**src/rtl/sram_pkg.sv**
```systemverilog
package sram_pkg;
  localparam int LANES = 2;

  typedef struct packed {
    logic [LANES-1:0] laneWe;   // per-lane write strobe for this edge
    logic             loadData; // capture dataIn at this edge
    logic             rdAccept; // selected read at this edge
    logic             outLoad;  // pipelined output register load
  } strobeT;
endpackage

```
**src/rtl/sram_ctrl.sv**
```systemverilog
module sram_ctrl
  import sram_pkg::*;
(
  input  logic             clk,
  input  logic             rstN,
  input  logic             flowThru,
  input  logic             ce1N,
  input  logic             ce2,
  input  logic             ce3N,
  input  logic             gwN,
  input  logic             bweN,
  input  logic [LANES-1:0] bwN,
  input  logic             deN,
  output strobeT           stb,
  output logic             outValid
);
  logic             chipSel;
  logic [LANES-1:0] laneReq;
  logic             rdStage1;
  logic             rdStage2;

  assign chipSel = !ce1N && ce2 && !ce3N;

  for (genvar i = 0; i < LANES; i++) begin : g_lane
    assign laneReq[i] = !gwN || (!bweN && !bwN[i]);
  end

  assign stb.laneWe   = chipSel ? laneReq : '0;
  assign stb.loadData = !deN;
  assign stb.rdAccept = chipSel && (laneReq == '0);
  assign stb.outLoad  = rdStage1;

  // read and deselect travel through the same stages
  always_ff @(posedge clk or negedge rstN) begin
    if (!rstN) begin
      rdStage1 <= 1'b0;
      rdStage2 <= 1'b0;
    end else begin
      rdStage1 <= stb.rdAccept;
      rdStage2 <= rdStage1;
    end
  end

  assign outValid = flowThru ? rdStage1 : rdStage2;

  a_r1_no_access_flow: assert property (@(posedge clk) disable iff (!rstN)
    (flowThru && !chipSel) |=> !outValid);
  a_r5_flow_latency: assert property (@(posedge clk) disable iff (!rstN)
    (flowThru && stb.rdAccept) |=> outValid);
  a_r6_pipe_latency: assert property (@(posedge clk) disable iff (!rstN)
    (!flowThru && stb.rdAccept) |=> ##1 outValid);
  a_r7_flow_off: assert property (@(posedge clk) disable iff (!rstN)
    (flowThru && !stb.rdAccept) |=> !outValid);
  a_r7_pipe_off: assert property (@(posedge clk) disable iff (!rstN)
    (!flowThru && !stb.rdAccept) |=> ##1 !outValid);
  a_r7_pipe_hold: assert property (@(posedge clk) disable iff (!rstN)
    (!flowThru && stb.rdAccept) |=> (!stb.rdAccept |=> outValid));
endmodule

```
**src/rtl/sram_datapath.sv**
```systemverilog
module sram_datapath
  import sram_pkg::*;
#(
  parameter int DEPTH  = 256,
  parameter int LANE_W = 9,
  localparam int ADDR_W = $clog2(DEPTH),
  localparam int WORD_W = LANES * LANE_W
) (
  input  logic              clk,
  input  logic              rstN,
  input  logic              flowThru,
  input  strobeT            stb,
  input  logic [ADDR_W-1:0] addr,
  input  logic [WORD_W-1:0] dataIn,
  output logic [WORD_W-1:0] rdData
);
  logic [WORD_W-1:0] mem [DEPTH];
  logic [WORD_W-1:0] dataReg;
  logic [WORD_W-1:0] outReg;
  logic [ADDR_W-1:0] addrReg;
  logic [WORD_W-1:0] wrData;

  assign wrData = stb.loadData ? dataIn : dataReg;

  always_ff @(posedge clk) begin
    for (int i = 0; i < LANES; i++) begin
      if (stb.laneWe[i]) mem[addr][i*LANE_W +: LANE_W] <= wrData[i*LANE_W +: LANE_W];
    end
  end

  always_ff @(posedge clk or negedge rstN) begin
    if (!rstN) begin
      dataReg <= '0;
      addrReg <= '0;
      outReg  <= '0;
    end else begin
      if (stb.loadData) dataReg <= dataIn;
      if (stb.rdAccept) addrReg <= addr;
      if (stb.outLoad)  outReg  <= mem[addrReg];
    end
  end

  assign rdData = flowThru ? mem[addrReg] : outReg;

  for (genvar g = 0; g < LANES; g++) begin : g_chk
    a_r3_lane_kept: assert property (@(posedge clk) disable iff (!rstN)
      !stb.laneWe[g] |=>
        (mem[$past(addr)][g*LANE_W +: LANE_W] === $past(mem[addr][g*LANE_W +: LANE_W])));
  end

  a_r4_held_word: assert property (@(posedge clk) disable iff (!rstN)
    !stb.loadData |=> (dataReg == $past(dataReg)));
endmodule

```
**src/rtl/sram_bytewrite.sv**
```systemverilog
module sram_bytewrite
  import sram_pkg::*;
#(
  parameter int DEPTH  = 256,
  parameter int LANE_W = 9,
  localparam int ADDR_W = $clog2(DEPTH),
  localparam int WORD_W = LANES * LANE_W
) (
  input  logic              clk,
  input  logic              rstN,
  input  logic              flowThru,
  input  logic              ce1N,
  input  logic              ce2,
  input  logic              ce3N,
  input  logic              gwN,
  input  logic              bweN,
  input  logic [LANES-1:0]  bwN,
  input  logic              deN,
  input  logic              oeN,
  input  logic [ADDR_W-1:0] addr,
  input  logic [WORD_W-1:0] dataIn,
  output logic [WORD_W-1:0] dataOut,
  output logic              outValid,
  output logic              outDrive
);
  strobeT            stb;
  logic [WORD_W-1:0] rdData;

  sram_ctrl u_ctrl (
    .clk(clk), .rstN(rstN), .flowThru(flowThru),
    .ce1N(ce1N), .ce2(ce2), .ce3N(ce3N),
    .gwN(gwN), .bweN(bweN), .bwN(bwN), .deN(deN),
    .stb(stb), .outValid(outValid)
  );

  sram_datapath #(.DEPTH(DEPTH), .LANE_W(LANE_W)) u_dp (
    .clk(clk), .rstN(rstN), .flowThru(flowThru), .stb(stb),
    .addr(addr), .dataIn(dataIn), .rdData(rdData)
  );

  assign outDrive = outValid && !oeN;
  assign dataOut  = outDrive ? rdData : '0;

  a_r8_oe_off: assert property (@(posedge clk) disable iff (!rstN)
    oeN |-> (!outDrive && dataOut == '0));
  a_r9_reset_quiet: assert property (@(posedge clk)
    !rstN |-> (!outValid && !outDrive));
endmodule

```
**config.mk**
```make
export PLATFORM = sky130hd
export DESIGN_NAME = sram_bytewrite
export DESIGN_NICKNAME = d
export VERILOG_FILES = /design/src/rtl/sram_pkg.sv /design/src/rtl/sram_ctrl.sv /design/src/rtl/sram_datapath.sv /design/src/rtl/sram_bytewrite.sv
export SDC_FILE = /design/constraint.sdc
export NUM_CORES = 2
export LEC_CHECK = 0
export BUFFER_PORTS_ARGS = -buffer_cell sky130_fd_sc_hd__buf_2
export CELL_PAD_IN_SITES_DETAIL_PLACEMENT = 1
export CELL_PAD_IN_SITES_GLOBAL_PLACEMENT = 1
export CORE_MARGIN = 2
export CORE_UTILIZATION = 45
export DETAILED_ROUTE_END_ITERATION = 6
export PLACE_DENSITY = 0.67
export SLEW_MARGIN = 25
export SYNTH_ARGS = -nofsm -noshare
export SYNTH_HDL_FRONTEND = slang
export SYNTH_MEMORY_MAX_BITS = 65536
export SYNTH_SLANG_ARGS = --single-unit
```
**constraint.sdc**
```tcl
create_clock -name clk -period 3.3 [get_ports clk]
set_input_delay 0.165 -clock clk [delete_from_list [all_inputs] [get_ports clk]]
set_output_delay 0.165 -clock clk [all_outputs]
set_load 0.02 [all_outputs]
```
==> qor.yml <==
seq_power_share: 0.432
grt_pass1_vias: 102976
cp.arrival_ns: 4.53
fin_crit_sh: 1.422
setup_tns_ns: -23.82
multi_input_area_mm2: 0.04030
peakVddDrop_v: 0.0005369
core_mm2: 0.3991
drv_cap: 0
cts_sinks: 4654
grt_overflow_total: 0
holdCritPathClass: "in -> reg"
ant_nets: 0
layout_common_cells: "edfxtp_1 (4,608), buf_4 (1,442), mux4_2 (1,074)"
gp_congestion: 0.8874
area_growth_pct: 22.33
p_comb_frac: 0.224
synth-edff-count: 4608
min_path_cells: 2
grt_max_degree: 131
cpMostUsedCell: "buf_6"
power_switching_mw: 42.59
p_sw_frac: 0.2776
worst_pin_slew_ns: 1.131
cts_inserted_buffers: 459
hold_slack_ns: 0.004330
cp_slowest_cell: "dfrtp_4"
setup_ws_ns: -1.394
final_common_cell: "edfxtp_1"
power_frac_clock: 0.344
synthesis.nets: 8424
rows: 232
clk_path_buf_depth: 4
cts_tree: "built"
dp_hpwl_um: 383600
syn-mean-instance-area_um2: 21.52
wl_met1_um: 224600
wl_met2_um: 282800
grt_pass1_wl_um: 827600
cp_max_fo: 5
clock_latency_ns: 1.00
max_stage_delay_ns: 0.53
fmax_mhz: 213.1
synth_cell_types: 76
drc: 0
clock-root-buffer: "clkbuf_16"
yosys_warnings: 0
drtIter0Drc: 14520
wl_met3_um: 57350
p_leak_nw: 71.97
synth-seq-cells: 4654
worst_clock_skew_ns: 0.04446
utilization: 0.5530
internal_power_mw: 110.8
antenna_found_initial: 25
path_cells: "buf_12 -> buf_12 -> buf_16 -> buf_16 -> buf_6 -> mux4_2 -> nand2_2 -> a32oi_2 -> nand3_2 -> buf_6 -> o211ai_1 -> buf_4 -> nand3_4 -> a21oi_4 -> buf_6"
wire_per_inst_um: 37.41
pin_count: 58
grt.total_usage: 0.2897
design_area_mm2: 0.2207
drive_gt1_frac: 0.3833
crit_path_end_kind: "primary output"
dp_slack_ns: -1.173
outcome: "finished, violations left"
synth-async-reset-ratio: 0.009884
hold_violations: 0
die_h_um: 637.2
power.density_mw_per_mm2: 695.1
layout.nets: 10289
avgViaCountPerCell: 6.306
num-fill-cells: 34246
setup_viol: 26
wirelength_um: 595100
timing.max_slew.rel_slack: 0.2459
violations: "negative setup slack"
synth_ff_type: "edfxtp_1"
dp_cells: 14773
dr_total_vias: 100317
finalPower_mw: 153.4
start_kind: "flop"
portBuffers: 57
period_minus_slack_ns: 4.694
grt_setup_unrepaired: "true"
dpl_cell_area_mm2: 0.1990
drv_slew: 0
initial_core_util: 0.4521
required_ns: 3.13
rr_worst_depth: 14
die_w_um: 637.2
final_cells: 15907
drt_first_pass_iters: 5
path_clk_slew_ns: 0.06
crit_type: "reg -> out"
ys_seq_area_frac: 0.7733
regArea_mm2: 0.1395
highest_layer: "met5"
htree_levels: 5
dieArea_mm2: 0.4060
synthCells: 8386
syn_area_mm2: 0.1804
## repair_timing
| action | 4_1_cts | 5_1_grt |
|---|---|---|
| setup endpoints to repair | 36 | 32 |
| pin swaps | 111 | 81 |
| buffers inserted | 179 | 68 |
| hold endpoints to repair | 284 | 41 |
| gates resized for setup | 560 | 175 |
| hold buffers | 25 | 1 |
| gates cloned | 32 | 2 |
## sequential cells by signal, summed over array words and instances, names as in the netlist
signal           flops
u_dp.mem          4608
u_ctrl.rdStage1      1
u_ctrl.rdStage2      1
u_dp.outReg         18
u_dp.dataReg        18
u_dp.addrReg         8
## final timing paths
path                                             start                           to  slack [ns]
setup / recovery           u_dp.addrReg[0]$_DFFE_PN0P_                  dataOut[13]       -1.39
hold / removal                              dataIn[14]   u_dp.dataReg[14]$_DFF_PN0_       0.004
setup reg to reg           u_dp.addrReg[0]$_DFFE_PN0P_  u_dp.outReg[12]$_DFFE_PN0P_       -0.21
hold reg to reg             u_dp.outReg[4]$_DFFE_PN0P_   u_dp.outReg[4]$_DFFE_PN0P_        0.49
max in group asynchronous                         rstN   u_dp.outReg[1]$_DFFE_PN0P_        2.30
min in group asynchronous                         rstN    u_dp.dataReg[0]$_DFF_PN0_        0.64
## cell usage after synthesis, drive strengths merged, types with 36 or more instances
master | count | area (um^2)
mux4 | 1093 | 24690
nor3 | 49 | 245.2
nand3 | 63 | 315.3
o21ai | 63 | 315.3
a21oi | 122 | 610.6
dfrtp | 46 | 1151
buf | 339 | 2779
clkbuf | 184 | 701.9
edfxtp | 4608 | 138400
a22oi | 175 | 1314
nor2 | 579 | 2173
a221oi | 36 | 315.3
mux2i | 266 | 2663
nand2 | 247 | 927.1
o22ai | 124 | 775.7
mux2 | 42 | 473.0
## per-layer routing
| metal | GRT usage | vias to the layer above |
|---|---|---|
| li1 | - | 38863 |
| met1 | 0.3967 | 54225 |
| met2 | 0.4577 | 6128 |
| met3 | 0.05192 | 1095 |
| met4 | 0.1296 | 6 |
| met5 | 0 | - |
## cells by family (layout without fill, tap and decap cells)
group                  after synthesis  count (layout)  share of synthesized area
flip-flops                        4654            4654                     0.7733
buffers and inverters              538            2783                    0.01963
other                                0              11                          0
AND/OR/NAND/NOR                   1080            1080                    0.02547
multiplexers                      1401            1401                     0.1542
AO/OA/AOI/OAI                      713             713                    0.02738
## worst max-delay path: cells and delay by family (launching register included)
family	cells	cell delay [ns]
AO/OA/AOI/OAI	3	1.09
buffers and inverters	8	1.27
flip-flops	1	0.53
multiplexers	1	0.35
AND/OR/NAND/NOR	3	0.26
## final cells by class
cell class | count | area share
repair buffers | 1928 | 0.08735
multi-input cells | 3194 | 0.1826
clock inverters | 287 | 0.01301
flip-flops and latches | 4654 | 0.6322
well taps | 5265 | 0.02984
clock buffers | 554 | 0.05455
inverters | 14 | 0.0003288
diodes | 11 | 0.0001247
## power by group through the flow
stage | clock network (mW) | logic [mW] | registers (mW)
finish | 52.8 | 34.4 | 66.2
global placement | 0 | 28.6 | 67.4
global route | 55.2 | 35.1 | 66.2
floorplan | 0 | 14.4 | 67.6
CTS | 53.2 | 32.9 | 66.2
detailed placement | 0 | 29.2 | 67.5
Note: power is estimated with default switching activity, not from simulation.
